## src/rtl/fwd_pkg.sv

```systemverilog
package fwd_pkg;

    // Source chosen for one operand
    typedef enum logic [1:0] {
        SRC_ZERO = 2'd0,
        SRC_RF   = 2'd1,
        SRC_EX   = 2'd2,
        SRC_MEM  = 2'd3
    } fwd_src_e;

    localparam int unsigned NUM_OPS = 2;

    // Producer hit test on an index of arbitrary width, passed as ints
    function automatic logic prod_hit(input logic we, input int unsigned rd, input int unsigned rs);
        return we && (rd == rs) && (rs != 0);
    endfunction

endpackage

```

## src/rtl/fwd_sel.sv

```systemverilog
module fwd_sel
    import fwd_pkg::*;
#(
    parameter int unsigned XLEN = 32,
    parameter int unsigned AW   = 5
) (
    input  logic [AW-1:0]   rs_i,
    input  logic [XLEN-1:0] rf_i,
    input  logic            ex_we_i,
    input  logic [AW-1:0]   ex_rd_i,
    input  logic [XLEN-1:0] ex_res_i,
    input  logic            mem_we_i,
    input  logic [AW-1:0]   mem_rd_i,
    input  logic [XLEN-1:0] mem_res_i,
    output fwd_src_e        src_o,
    output logic [XLEN-1:0] val_o
);

    always_comb begin
        if (rs_i == '0)
            src_o = SRC_ZERO;
        else if (prod_hit(ex_we_i, int'(ex_rd_i), int'(rs_i)))
            src_o = SRC_EX;
        else if (prod_hit(mem_we_i, int'(mem_rd_i), int'(rs_i)))
            src_o = SRC_MEM;
        else
            src_o = SRC_RF;
    end

    always_comb begin
        unique case (src_o)
            SRC_ZERO: val_o = '0;
            SRC_EX:   val_o = ex_res_i;
            SRC_MEM:  val_o = mem_res_i;
            default:  val_o = rf_i;
        endcase
    end

endmodule

```

## src/rtl/fwd_opreg.sv

```systemverilog
module fwd_opreg #(
    parameter int unsigned XLEN = 32
) (
    input  logic            clk,
    input  logic            rst,
    input  logic            flush_i,
    input  logic [XLEN-1:0] d_i,
    output logic [XLEN-1:0] q_o
);

    // Loads every cycle so a waiting instruction keeps tracking the bypass
    always_ff @(posedge clk) begin
        if (rst || flush_i)
            q_o <= '0;
        else
            q_o <= d_i;
    end

endmodule

```

## src/rtl/fwd_meta.sv

```systemverilog
module fwd_meta #(
    parameter int unsigned AW = 5
) (
    input  logic          clk,
    input  logic          rst,
    input  logic          stall_i,
    input  logic          flush_i,
    input  logic          dec_we_i,
    input  logic [AW-1:0] dec_rd_i,
    output logic          ex_we_o,
    output logic [AW-1:0] ex_rd_o
);

    always_ff @(posedge clk) begin
        if (rst || flush_i) begin
            ex_we_o <= 1'b0;
            ex_rd_o <= '0;
        end else if (!stall_i) begin
            ex_we_o <= dec_we_i;
            ex_rd_o <= dec_rd_i;
        end
    end

endmodule

```

## src/rtl/fwd_unit.sv

```systemverilog
module fwd_unit
    import fwd_pkg::*;
#(
    parameter int unsigned XLEN  = 32,
    parameter int unsigned NREGS = 32,
    localparam int unsigned AW   = $clog2(NREGS)
) (
    input  logic            clk,
    input  logic            rst,
    input  logic            stall_i,
    input  logic            flush_i,
    input  logic [AW-1:0]   dec_rs1_i,
    input  logic [AW-1:0]   dec_rs2_i,
    input  logic [XLEN-1:0] rf_rd1_i,
    input  logic [XLEN-1:0] rf_rd2_i,
    input  logic            dec_we_i,
    input  logic [AW-1:0]   dec_rd_i,
    input  logic            ex_we_i,
    input  logic [AW-1:0]   ex_rd_i,
    input  logic [XLEN-1:0] ex_res_i,
    input  logic            mem_we_i,
    input  logic [AW-1:0]   mem_rd_i,
    input  logic [XLEN-1:0] mem_res_i,
    output logic [XLEN-1:0] op_a_o,
    output logic [XLEN-1:0] op_b_o,
    output logic            ex_we_o,
    output logic [AW-1:0]   ex_rd_o
);

    logic [NUM_OPS-1:0][AW-1:0]   rs_idx;
    logic [NUM_OPS-1:0][XLEN-1:0] rf_val;
    logic [NUM_OPS-1:0][XLEN-1:0] sel_val;
    logic [NUM_OPS-1:0][XLEN-1:0] op_q;
    fwd_src_e                     sel_src [NUM_OPS];

    assign rs_idx[0] = dec_rs1_i;
    assign rs_idx[1] = dec_rs2_i;
    assign rf_val[0] = rf_rd1_i;
    assign rf_val[1] = rf_rd2_i;

    for (genvar g = 0; g < NUM_OPS; g++) begin : g_op
        fwd_sel #(.XLEN(XLEN), .AW(AW)) u_sel (
            .rs_i      (rs_idx[g]),
            .rf_i      (rf_val[g]),
            .ex_we_i   (ex_we_i),
            .ex_rd_i   (ex_rd_i),
            .ex_res_i  (ex_res_i),
            .mem_we_i  (mem_we_i),
            .mem_rd_i  (mem_rd_i),
            .mem_res_i (mem_res_i),
            .src_o     (sel_src[g]),
            .val_o     (sel_val[g])
        );

        fwd_opreg #(.XLEN(XLEN)) u_reg (
            .clk     (clk),
            .rst     (rst),
            .flush_i (flush_i),
            .d_i     (sel_val[g]),
            .q_o     (op_q[g])
        );
    end

    assign op_a_o = op_q[0];
    assign op_b_o = op_q[1];

    fwd_meta #(.AW(AW)) u_meta (
        .clk      (clk),
        .rst      (rst),
        .stall_i  (stall_i),
        .flush_i  (flush_i),
        .dec_we_i (dec_we_i),
        .dec_rd_i (dec_rd_i),
        .ex_we_o  (ex_we_o),
        .ex_rd_o  (ex_rd_o)
    );

endmodule

```

## config.mk

```make
export PLATFORM = sky130hd
export DESIGN_NAME = fwd_unit
export DESIGN_NICKNAME = d
export VERILOG_FILES = /design/src/rtl/fwd_pkg.sv /design/src/rtl/fwd_sel.sv /design/src/rtl/fwd_opreg.sv /design/src/rtl/fwd_meta.sv /design/src/rtl/fwd_unit.sv
export SDC_FILE = /design/constraint.sdc
export NUM_CORES = 1
export LEC_CHECK = 0
export BUFFER_PORTS_ARGS = -buffer_cell sky130_fd_sc_hd__clkbuf_2
export CORE_ASPECT_RATIO = 1.1
export CORE_MARGIN = 5
export CORE_UTILIZATION = 40
export DETAILED_ROUTE_END_ITERATION = 12
export PLACE_DENSITY = 0.71
export SLEW_MARGIN = 20
export SYNTH_ARGS = -nofsm -noshare
export SYNTH_HDL_FRONTEND = slang
export SYNTH_SLANG_ARGS = --single-unit
```

## constraint.sdc

```tcl
create_clock -name clk -period 2.1 [get_ports clk]
set_input_delay 0.315 -clock clk [delete_from_list [all_inputs] [get_ports clk]]
set_output_delay 0.315 -clock clk [all_outputs]
set_load 0.005 [all_outputs]
```

==> results_dict.tcl <==
set metrics [dict create \
    crit_buf_inv 3 \
    final.setup.tns_ns 0 \
    chipWidth_um 102 \
    timing_worst_slew_pin_value_ns 0.749 \
    antenna_left 0 \
    worst_path_cell_chain "clkbuf_2, buf_4, xnor2_1, nand4_2, nor3_4, buf_12, a2bb2oi_1, nor3_1" \
    grt_setup_unrepaired "no" \
    first_global_vias 4359 \
    grt_start_max_net_pins 41 \
    setup.worst_path.class "in2reg" \
    p_leak_uw 0.00236 \
    cp_max_fo 20 \
    overflow 0 \
    worstPathRequired_ns 2.36 \
    min_period_over_period 0.863 \
    chipHeight_um 111 \
    h_tree_depth_reported_by_cts 3 \
    cts_repair_resize_count 0 \
    min-delay-path-class "in2reg" \
    power.density_mw_per_mm2 622 \
    final_net_count 814 \
    dr.first_iter.drc_count 228 \
    io_buffers 229 \
    post_cts_buffers 0 \
    ctsRootBufferMaster "clkbuf_8" \
    post_synth_edffs 0 \
    shortest_period_the_worst_path_allows_ns 1.81 \
    yosys_register_bits 70 \
    achievable-frequency_mhz 552 \
    clkSlewWorstSetupHoldPaths_ns 0.08 \
    critical-path-top-delay-family "simple AND/OR/NAND/NOR gates" \
    mappedNetlistArea_mm2 0.00373 \
    drt-wirelength-per-cell_um 17.5 \
    critical_path.startpoint "ex_rd_i[3]" \
    finalSetupViolCount 0 \
    async_flop_share 0 \
    drt_drc_violations_left 0 \
    worst_hold_startpoint "dec_rd_i[3]" \
    hold_buffers 0 \
    postSynthNetCount 586 \
    worst_clock_skew_ns 0 \
    std_cell_rows 37 \
    num_antenna_cells 0 \
    cpMaxStageDelayCell "nor3_4" \
    detail_route.vias_per_cell 5.49 \
    finalWeightedCongestion 0.890 \
    grt.total_usage 0.232 \
    yosys_most_used_dff "dfxtp_1" \
    source_to_sink_clock_delay_at_the_later_pin_of_the_worst_skew_pair_ns 0.33 \
    cts_inserted_buffers 9 \
    num_vias 4255 \
    dieArea_mm2 0.0114 \
    initial_core_util 0.403 \
    wl_um 13600 \
    synthesis.instances 426 \
    synthesis.yosys.warnings 0 \
    antenna_found_initial 0 \
    max-vdd-ir-drop_v 0.000333 \
    post_route_hold_slack_ns 0.217 \
    cp_slowest_stage_delay_ns 0.66 \
    final-hold-violation-count 0 \
    synth_cell_type_count 22 \
    first_pass_grt_wire_length_um 21200 \
    numClockSinks 70 \
    top_level_ports 230 \
    synth-seq-area-share 0.375 \
    place_inst 760 \
    drive_above_1_share 0.462 \
    cts_max_path_buffers 2 \
    area_growth_pct 41.8 \
    reg2reg_from "u_meta.ex_rd_o[4]" \
    timing.slew.headroom 0.499 \
    setup.worst_path.start_class "input pin" \
    finalMaxSlewViolations 0 \
    fin_cells 775 \
    drv_cap 0 \
    syn_avg_cell_area_um2 8.76 \
    worstSetupEndpointType "flop" \
    hpwl_um 10300 \
    arrival_ns 2.07 \
    status "complete, no violations" \
    cts_tree "yes" \
    core_footprint_mm2 0.00926 \
    firstDrtPassIters 6 \
]
worst min-delay path, stage by stage:
cell      delay [ns]
clkbuf_2        0.08
mux2i_1         0.06
nor2_1          0.07
cells by family (layout without fill, tap and decap cells):
family	after synthesis	count (layout)	synth area share
mux	6	6	0.0161
compound gates	70	70	0.178
buf+inv	45	277	0.0721
simple gates	215	215	0.311
xor+xnor	20	20	0.0469
flops	70	70	0.375
layout make-up:
type,instances,area (um^2)
timing repair buffer,262,1460
clock inverter,3,68.8
tap,117,146
clock buffer,12,145
multi-input combinational,311,2070
fill,909,3970
sequential,70,1400
stage by stage:
| stage | setup WS (ns) | area, um^2 | total power [uW] | util |
|---|---|---|---|---|
| after global routing | 0.149 | 5290 | 3450 | 0.572 |
| after CTS | 0.282 | 5290 | 3320 | 0.572 |
| after detailed placement | -0.0883 | 5080 | 2110 | 0.549 |
| after global placement | -0.263 | 5060 | 2100 | 0.547 |
| after floorplan | 0.425 | 3730 | 1770 | - |
| final | 0.287 | 5290 | 3290 | 0.572 |
layer usage:
| layer | vias to the layer above | share of wire | track usage |
|---|---|---|---|
| met2 | 210 | 0.51 | 0.406 |
| li1 | 2061 | - | - |
| met5 | - | 0 | 0 |
| met3 | 24 | 0.086 | 0.0489 |
| met1 | 1960 | 0.39 | 0.284 |
| met4 | 0 | 0.016 | 0.0621 |
registers in the layout, summed over array words and instances (netlist names):
name / count
g_op.u_reg.q_o: 64
u_meta.ex_rd_o: 5
u_meta.ex_we_o: 1
synth_stat cells, types with 4 or more instances:
library cell,count,share of area
xnor2_1,20,0.047
mux2i_1,6,0.016
o21ai_0,4,0.0054
a2bb2oi_1,54,0.13
nor3_2,10,0.027
dfxtp_1,70,0.38
nor2_1,10,0.010
buf_2,8,0.011
nor3_1,178,0.24
nand2_1,6,0.0060
buf_6,12,0.036
clkbuf_1,23,0.023
a2bb2oi_2,8,0.032
layout by cell type (no fill, tap or decap):
master and count:
nor3_4 2, o21ai_0 4, xnor2_1 20, nor2_1 8, clkbuf_2 229, nand4_1 2, or2_2 1, clkbuf_1 2
nor3_1 178, o22ai_4 2, clkbuf_8 10, a31oi_1 2, buf_4 27, buf_8 1, mux2i_1 6, nand2_1 6
clkinv_4 1, or4_4 2, buf_12 5, or3_1 2, nand4_2 2, a2bb2oi_1 54, a2bb2oi_2 8, bufinv_16 2
nor3_2 10, nor2_2 2, dfxtp_1 70
worst paths after layout:
check / end / slack [ns] / cells after the start
worst max-delay path: g_op[0].u_reg.q_o[22] / 0.29 / 8
worst min-delay path: u_meta.ex_rd_o[3] / 0.22 / 3
worst max register to register: u_meta.ex_rd_o[4] / 1.47 / 2
worst min register to register: u_meta.ex_rd_o[1] / 0.51 / 2
where the power goes:
part | internal [uW] | switching [uW] | leakage (uW)
clock | 699 | 508 | 0.000107
sequential | 1390 | 21.6 | 0.000575
combinational | 331 | 340 | 0.00168
Power figures use the tool's default switching activity.
